[src/rtl/memprot_pkg.sv]
package memprot_pkg;

  parameter int unsigned MP_AW   = 32;
  parameter int unsigned MP_SZW  = 5;
  parameter int unsigned MP_SLW  = 8;
  parameter int unsigned MP_PW   = 3;
  parameter int unsigned MP_ATW  = 5;

  typedef enum logic [1:0] {
    SEL_BASE = 2'd0,
    SEL_ATTR = 2'd1,
    SEL_CTRL = 2'd2,
    SEL_RSVD = 2'd3
  } cfg_sel_e;

  typedef struct packed {
    logic [MP_ATW-1:0] mattr;
    logic [MP_PW-1:0]  perm;
    logic [MP_SLW-1:0] slice_off;
    logic [MP_SZW-1:0] szexp;
    logic              en;
    logic [MP_AW-1:0]  base;
  } region_cfg_t;

  localparam int unsigned MIN_SZEXP = 4;

  function automatic logic perm_ok(input logic [MP_PW-1:0] code,
                                   input logic             priv,
                                   input logic             wr);
    logic ok;
    case (code)
      3'd1:    ok = priv;
      3'd2:    ok = priv | ~wr;
      3'd3:    ok = 1'b1;
      3'd5:    ok = priv & ~wr;
      3'd6,
      3'd7:    ok = ~wr;
      default: ok = 1'b0;
    endcase
    return ok;
  endfunction

endpackage

[src/rtl/memprot_cfg_regs.sv]
module memprot_cfg_regs
  import memprot_pkg::*;
#(
  parameter int unsigned NUM_REGIONS = 16,
  localparam int unsigned IDX_W = (NUM_REGIONS > 1) ? $clog2(NUM_REGIONS) : 1
) (
  input  logic                         clk,
  input  logic                         rst_n,
  input  logic                         cfg_we,
  input  logic [IDX_W-1:0]             cfg_idx,
  input  logic [1:0]                   cfg_sel,
  input  logic [MP_AW-1:0]             cfg_wdata,
  output region_cfg_t [NUM_REGIONS-1:0] regions,
  output logic                         glb_en
);
  logic glb_en_d, glb_en_ce;
  logic unused_wbits;

  assign unused_wbits = ^{cfg_wdata[7:6], cfg_wdata[23:19], cfg_wdata[31:29]};

  always_comb begin
    glb_en_ce = cfg_we && (cfg_sel_e'(cfg_sel) == SEL_CTRL);
    glb_en_d  = cfg_wdata[0];
  end

  always_ff @(posedge clk or negedge rst_n) begin
    if (!rst_n)         glb_en <= 1'b0;
    else if (glb_en_ce) glb_en <= glb_en_d;
  end

  for (genvar g = 0; g < NUM_REGIONS; g++) begin : g_reg
    logic        base_ce, attr_ce;
    region_cfg_t cur_d;

    always_comb begin
      base_ce = cfg_we && (cfg_idx == IDX_W'(g)) && (cfg_sel_e'(cfg_sel) == SEL_BASE);
      attr_ce = cfg_we && (cfg_idx == IDX_W'(g)) && (cfg_sel_e'(cfg_sel) == SEL_ATTR);
      cur_d   = regions[g];
      if (base_ce) cur_d.base = cfg_wdata;
      if (attr_ce) begin
        cur_d.en        = cfg_wdata[0];
        cur_d.szexp     = cfg_wdata[5:1];
        cur_d.slice_off = cfg_wdata[15:8];
        cur_d.perm      = cfg_wdata[18:16];
        cur_d.mattr     = cfg_wdata[28:24];
      end
    end

    always_ff @(posedge clk or negedge rst_n) begin
      if (!rst_n)                  regions[g] <= '0;
      else if (base_ce || attr_ce) regions[g] <= cur_d;
    end
  end
endmodule

[config.mk]
export PLATFORM = sky130hd
export DESIGN_NAME = memprot_cfg_regs
export DESIGN_NICKNAME = d
export VERILOG_FILES = /design/src/rtl/memprot_pkg.sv /design/src/rtl/memprot_cfg_regs.sv
export SDC_FILE = /design/constraint.sdc
export NUM_CORES = 1
export LEC_CHECK = 0
export BUFFER_PORTS_ARGS = -buffer_cell sky130_fd_sc_hd__buf_2
export CORE_AREA = 4 4 355 357
export CTS_BUF_LIST = sky130_fd_sc_hd__clkbuf_8
export CTS_CLUSTER_SIZE = 10
export DETAILED_ROUTE_END_ITERATION = 7
export DIE_AREA = 0 0 359 361
export GPL_TIMING_DRIVEN = 0
export PLACE_DENSITY = 0.47
export SLEW_MARGIN = 40
export SYNTH_ARGS = -nofsm -noshare
export SYNTH_HDL_FRONTEND = slang
export SYNTH_SLANG_ARGS = --single-unit
export TNS_END_PERCENT = 30
[constraint.sdc]
create_clock -name clk -period 1.21 [get_ports clk]
set_clock_uncertainty 0.2 [all_clocks]
set_input_delay 0.0605 -clock clk [delete_from_list [all_inputs] [get_ports clk]]
set_output_delay 0.0605 -clock clk [all_outputs]
set_load 0.05 [all_outputs]
; ---- After elaboration in Yosys (flattened, before gate mapping)
; Index checks and enable logic that the tools add are counted.
[word_totals]
ram_bits = 0
n_memories = 0
latch_bits = 0
out_inout_bits = 865
rom_bits = 0
inputBits = 41
regBits = 865
[op_classes]
n_mux = 0
n_div = 0
reduce_logical = 99
mul = 0
shifts = 0
n_bitwise = 0
magnitude_cmp = 0
addsub = 0
eq_ne = 17
[op_table]
columns = op, n
row1 = $reduce_and A2 Y1, 32
row2 = $logic_and A1 B1 Y1, 49
row3 = $eq A4 B4 Y1 const B, 8
row4 = $eq A4 B3 Y1 const B, 4
row5 = $logic_or A1 B1 Y1, 16
row6 = $eq A4 B2 Y1 const B, 2
row7 = $eq A4 B1 Y1 const B, 1
row8 = $logic_not A4 Y1, 1
row9 = $eq A2 B1 Y1 const B, 1
row10 = $eq A2 B2 Y1 const B, 1
row11 = $logic_not A2 Y1, 1

; ---- Logic depth before layout (Yosys ltp)
; Gate-level depths: netlist (run 1).
[depth]
ltp_word = 5
ltp_mapped = 5
ltp_nobuf = 3

; ---- Worst setup path after synthesis (run 1)
; Ideal clock, no wire load.
[synth_path]
path_type = input to register
startpoint = input port cfg_sel[1]
endpoint = register regions[681] (netlist bit)
arrival_time_ns = 1.324
setup_ns = 0.125
path_stages = 5
n_path_buf = 2
slack_ns = -0.439
cell_sequence = clkbuf_2 nand4b_1 nor2b_1 buf_2 mux2_2
[synth_between]
elab_chain_len = 4
elab_cells_between_ends = 6
cone_classes = eq/ne: 1 / reduce/logical: 5
[synth_rtl]
columns = item, line_no
row1 = from (decl), memprot_cfg_regs.sv:11  ; input logic [1:0] cfg_sel,
row2 = $eq A2 B1 Y1 or $logic_not A2 Y1 (tied branches), "memprot_cfg_regs.sv:37, memprot_cfg_regs.sv:36"
row3 = "$logic_and A1 B1 Y1, on equally long branches", "memprot_cfg_regs.sv:37, memprot_cfg_regs.sv:36"
row4 = $logic_or A1 B1 Y1, memprot_cfg_regs.sv:51  ; else if (base_ce || attr_ce) regions[g] <= cur_d;
row5 = $reduce_and A2 Y1 (no source line) (*), n/a
row6 = "to (signal, indexed assignment)", memprot_cfg_regs.sv:51
row7 = to (decl), memprot_cfg_regs.sv:13  ; output region_cfg_t [NUM_REGIONS-1:0] regions,
; Mark *: on every way between the ends. The rest lies on a longest branch, timed or not.
; A chain may end at the register's enable or synchronous reset.

; ---- Worst setup path in the final report (run 1)
[layout_path]
startpoint = input port cfg_we
endpoint = register regions[505] (netlist bit)
[layout_between]
elab_chain_len = 4
elab_cells_between_ends = 5
cone_classes = reduce/logical: 5
[layout_rtl]
columns = item, line_no
row1 = from (decl), memprot_cfg_regs.sv:9  ; input logic cfg_we,
row2 = $logic_and A1 B1 Y1 (*), "memprot_cfg_regs.sv:36, memprot_cfg_regs.sv:37"
row3 = "$logic_and A1 B1 Y1, on equally long branches", "memprot_cfg_regs.sv:36, memprot_cfg_regs.sv:37"
row4 = $logic_or A1 B1 Y1, memprot_cfg_regs.sv:51
row5 = $reduce_and A2 Y1 (no source line) (*), n/a
; Marks and branches as above.

==> impl_metrics.toml, run 1 <==
[yosys]
syn_inst = 1936
synth_common_cells = "dfrtp_1 (865), mux2_2 (847), buf_2 (80)"
avgSynthCellArea_um2 = 16.7
synth.largest_area_cell = "dfrtp_1"
yosysMostFrequentCell = "dfrtp_1"
async_reset_ff_share_pct = 100
synth_edf_count = 0
synth_nets = 1977
synthFlopType = "dfrtp_1"
yosysWarnings = 0
ys_seq_area_share_pct = 66.8
ys_top_cells_by_area = "dfrtp_1 (67%), mux2_2 (29%), buf_2 (1.2%)"
yosysUniqueCellTypes = 17
ys_ff_latch = 865
netlist.area_leader.share_pct = 66.8
netlist_area_um2 = 32400

[clock_network]
clockBufferDepth = 3
cts_root_buffer = "clkbuf_8"
clkLatencyLatePin_ns = 0.85
cts_hold_buf = 63
cts_tree = "built"
clock_sinks = 865
clk_pin_slew_worst_paths_ns = 0.05
htree_levels = 4
cts_buffers = 159

[timing]
max_freq_mhz = 576
final_max_slew_viol_count = 0
hold_viol_final = 543
finalSetupViolCount = 1733
worst_pin_slew_ns = 0.837
fin_crit_ns = 1.74
setup_tns_ns = -564.23
period_share_pct = 144
finalWorstSetupSlack_ns = -0.527
hold_ws_ns = -1.05
grt_setup_unrepaired = "yes"
slew_headroom_pct = 44.2

[die]
fp-row-count = 129
die_y_um = 361
die_area_um2 = 130000
boundaryPins = 906
die_w_um = 359
start_util_pct = 26.3
core_um2 = 123000

[drt]
drtAntennaViolNets = 0
first_pass_iters = 4
wl_met1_mm = 52.0
finalWirelength_mm = 134
routedWlPerCell_um = 27.4
drc = 0
vias = 21700
drt-initial-drc-count = 965
wl_met2_mm = 64.4
routed.top_layer = "met5"
viasPerCell = 4.44
wl_met3_mm = 12.9

[cells_and_area]
finalInstanceArea_um2 = 49100
final_core_util_pct = 39.9
final_nets = 3183
fin_cells = 4896
drive_above_1_share_pct = 66.1
fillCellCount = 11700
area_delta_synth_final_pct = 51.6

[global_route]
grt_usage_pct = 20.3
grt_pass1_wl_mm = 187
grt_overflow = 0
antenna_found_initial = 22
first_global_vias = 23200
grt_max_degree = 97

[placement]
placedCellCount = 4488
place_area_um2 = 39400
io_buffers = 904
pre_cts_ws_ns = -1.75
gp_congestion = 0.761
dp_hpwl_mm = 96.8

[run_status]
outcome = "finished, violations left"
violations = "hold timing, setup timing"

[worst_setup_path]
critical_path.slowest_cell = "nand2_1"
worstPathRequired_ns = 1.74
crit_top_cell = "buf_2"
path_max_fanout = 10
max_stage_delay_ns = 0.60
cp.arrival_ns = 2.27
path_cells = "buf_2 -> and3b_1 -> clkbuf_1 -> nand2_1 -> buf_2 -> mux2_2"
crit_type = "primary input to flop"
path_buf_inv = 3
end_kind = "flop"
start_kind = "primary input"
critPathTopFamily = "buffers and inverters"

[power_and_ir_drop]
p_leak_nw = 24.8
vdd_drop_max_uv = 1140
cellPowerDensity_nw_per_um2 = 1900
totalPowerFinal_mw = 93.2

[worst_hold_path]
hold_class = "primary input to async pin"

[job]
drv_cap = 0
-- state kept, by name, summed over array words and instances (netlist names) --
register	cells
regions	864
glb_en	1
-- per-layer routing --
metal | GRT usage (%) | vias up
met4 | 7.74 | 4
met2 | 33.5 | 847
met3 | 8.41 | 219
li1 | - | 9253
met1 | 23.7 | 11400
met5 | 0 | -
-- placed cells by master, fill, tap and decap left out --
| master | n |
|---|---|
| clkbuf_1 | 67 |
| buf_4 | 79 |
| nor3b_4 | 1 |
| buf_2 | 99 |
| and3b_1 | 2 |
| and4bb_2 | 3 |
| clkbuf_16 | 1 |
| nor2_2 | 1 |
| bufinv_16 | 3 |
| inv_12 | 1 |
| inv_8 | 1 |
| nand4b_1 | 1 |
| dlygate4sd3_1 | 63 |
| dfrtp_2 | 1 |
| clkinv_2 | 6 |
| diode_2 | 8 |
| buf_8 | 1 |
| nand2_2 | 1 |
| clkinv_8 | 1 |
| nor4_4 | 1 |
| mux2_2 | 847 |
| dfrtp_1 | 864 |
| inv_1 | 63 |
| buf_12 | 2 |
| clkinvlp_4 | 2 |
| nand3b_1 | 2 |
| inv_6 | 3 |
| mux2_1 | 18 |
| buf_16 | 11 |
| clkbuf_2 | 10 |
| clkbuf_8 | 190 |
| and3_2 | 1 |
| nand2_1 | 23 |
| nand2_4 | 4 |
| nor2b_2 | 3 |
| nor4b_4 | 3 |
| buf_6 | 872 |
-- path summary, 6_finish.rpt --
check                              from            to  slack, ns  cells past startpoint
setup / recovery                 cfg_we  regions[505]      -0.53                      6
hold / removal                    rst_n  regions[495]      -1.05                      1
setup reg to reg           regions[512]  regions[512]       0.01                      3
hold reg to reg            regions[608]  regions[608]       0.31                      1
max in group asynchronous         rst_n  regions[830]      -0.31                      5
min in group clk             cfg_idx[1]  regions[793]      -0.38                      4
-- area by class of cell --
class | instances | area [µm²] | share of cell area [%]
flip-flops and latches | 865 | 21600 | 44.1
repair buffers | 1047 | 11400 | 23.2
multi-input cells | 911 | 10100 | 20.6
clock buffers | 190 | 2620 | 5.33
well taps | 1637 | 2050 | 4.17
plain buffers | 158 | 808 | 1.65
clock inverters | 80 | 442 | 0.899
diodes | 8 | 20.0 | 0.0408
-- cell families after synthesis --
| kind of cell | synth area share, % |
|---|---|
| buffers and inverters | 2.17 |
| flip-flops | 66.8 |
| multiplexers | 30.1 |
| AND/OR/NAND/NOR | 0.954 |
-- report_power, final --
group | internal, mW | switching, mW | total [mW]
Combinational | 10.8 | 19.5 | 30.3
Sequential | 32.8 | 2.73 | 35.6
Clock | 14.8 | 12.6 | 27.4
-- timing repair --
item,4_1_cts,5_1_grt
pin swaps,1,0
setup buffers,25,44
endpoints found under the setup margin,1789,1760
gates resized for setup,1157,881
hold endpoints to repair,1335,513
Note: power is estimated with default switching activity, not from simulation.
==> run 2: changes to the inputs <==
--- a/config.mk
+++ b/config.mk
@@ -12,7 +12,7 @@
 export DETAILED_ROUTE_END_ITERATION = 7
 export DIE_AREA = 0 0 359 361
 export GPL_TIMING_DRIVEN = 0
-export PLACE_DENSITY = 0.47
+export PLACE_DENSITY = 0.43
 export SLEW_MARGIN = 40
 export SYNTH_ARGS = -nofsm -noshare
 export SYNTH_HDL_FRONTEND = slang
==> impl_metrics.toml, run 2 (synthesized netlist as in run 1, its figures left out) <==
[clock_network]
cts_tree = "built"
cts_root_buffer = "clkbuf_8"
clk_pin_slew_worst_paths_ns = 0.07
cts_hold_buf = 61
htree_levels = 4
cts_buffers = 159
clockBufferDepth = 3
clock_sinks = 865
clkLatencyLatePin_ns = 0.90

[run_status]
violations = "hold timing, setup timing"
outcome = "finished, violations left"

[job]
drv_cap = 0

[global_route]
grt_overflow = 0
grt_max_degree = 107
first_global_vias = 23700
antenna_found_initial = 17
grt_usage_pct = 20.6
grt_pass1_wl_mm = 190

[drt]
first_pass_iters = 4
routedWlPerCell_um = 27.9
drt-initial-drc-count = 955
vias = 21900
finalWirelength_mm = 137
drc = 0
drtAntennaViolNets = 0
viasPerCell = 4.44

[worst_setup_path]
max_stage_delay_ns = 0.45
start_kind = "flop"
end_kind = "output pin"
crit_type = "flop to output pin"
path_max_fanout = 2
path_cells = "buf_6"
cp.arrival_ns = 1.53
critPathTopFamily = "flip-flops"
critical_path.slowest_cell = "dfrtp_2"
worstPathRequired_ns = 0.95
startpoint = "regions[524]"
path_buf_inv = 1
r2r-start = "regions[312]"

[placement]
io_buffers = 904
placedCellCount = 4488
place_area_um2 = 39400
dp_hpwl_mm = 99.9
gp_congestion = 0.825

[cells_and_area]
fin_cells = 4925
finalInstanceArea_um2 = 49400
largest_reg_flops = 864
fillCellCount = 11600
regMostFlops = "regions"
area_delta_synth_final_pct = 52.6
drive_above_1_share_pct = 66.4
multiInputGateArea_um2 = 10100
final_nets = 3202
seq_area_um2 = 21600
final_cell_mix = "buf_6 (871), dfrtp_1 (863), mux2_2 (847), clkbuf_8 (199), buf_2 (100)"
layout_commonest_cell = "buf_6"
reg_top3 = "regions (864), glb_en (1)"

[timing]
final_max_slew_viol_count = 0
hold_ws_ns = -1.20
finalWorstSetupSlack_ns = -0.583
hold_viol_final = 886
finalSetupViolCount = 1474
fin_crit_ns = 1.79
slew_headroom_pct = 49.5
grt_setup_unrepaired = "yes"
worst_pin_slew_ns = 0.758
period_share_pct = 148
max_freq_mhz = 558

[power_and_ir_drop]
totalPowerFinal_mw = 94.6
vdd_drop_max_uv = 1110
p_leak_nw = 24.9
cellPowerDensity_nw_per_um2 = 1910

[worst_hold_path]
hold_class = "primary input to async pin"

[die]
die_area_um2 = 130000
boundaryPins = 906
die_y_um = 361
die_w_um = 359
fp-row-count = 129
start_util_pct = 26.3
core_um2 = 123000
-- run 2: cell count changes in the layout (fill, tap and decap cells not counted), sizes merged --
| cell | delta |
|---|---|
| dlygate4sd3 | -3 |
| inv | -8 |
| buf | +16 |
| diode | +2 |
| clkbuf | +15 |
| clkinvlp | -1 |
| clkinv | +8 |
-- run 2: per-layer routing --
layer | share of wire, % | vias up | GRT usage (%)
met2 | 50 | 868 | 35.4
met5 | 0.029 | - | 0
met1 | 38 | 11500 | 23.8
li1 | - | 9283 | -
met4 | 2.9 | 4 | 6.07
met3 | 9.2 | 210 | 8.17
-- run 2: cell type report --
| cell class | count | area share [%] |
|---|---|---|
| timing repair buffer | 1064 | 23.5 |
| multi-input combinational | 911 | 20.4 |
| buffer | 160 | 1.62 |
| antenna | 10 | 0.0506 |
| tap | 1637 | 4.14 |
| clock inverter | 79 | 0.995 |
| sequential | 865 | 43.8 |
| clock buffer | 199 | 5.54 |
-- run 2: what timing repair did --
item / 4_1_cts / 5_1_grt
endpoints found under the hold margin: 1369 / 800
pin swaps: 0 / 0
buffers inserted: 43 / 42
cloned: 0 / 4
resized for setup: 1089 / 971
setup endpoints to repair: 1668 / 1726
-- run 2: path summary, 6_finish.rpt --
path	to	slack, ns	depth (start not counted)
max in group asynchronous	regions[306]	0.23	6
min in group clk	regions[793]	-0.43	4
worst max register to register	regions[312]	-0.02	3
worst min-delay path	regions[420]	-1.20	1
worst min register to register	regions[624]	0.32	1
worst max-delay path	regions[524]	-0.58	1
-- run 2: per-stage QoR --
stage | setup WS [ns] | setup TNS [ns] | utilization [%]
6_report | -0.583 | -531.79 | 40.2
3_5_place_dp | -1.61 | -1320.13 | 32.0
5_1_grt | -0.691 | -643.77 | 40.2
4_1_cts | -0.696 | -711.98 | 38.2
2_1_floorplan | -0.351 | -210.29 | -
3_3_place_gp | -18.53 | - | 31.8
-- run 2: report_power, final --
part           internal (mW)  total, mW  switching [mW]
Combinational           10.9       30.5            19.6
Sequential              32.8       35.7            2.87
Clock                   15.5       28.4            12.9
-- run 2: worst reg2reg max path, delay by kind of cell, from the launching register on --
family / cells / cell delay [ns]
buffers and inverters: 2 / 0.26
DFF: 1 / 0.41
muxes: 1 / 0.25
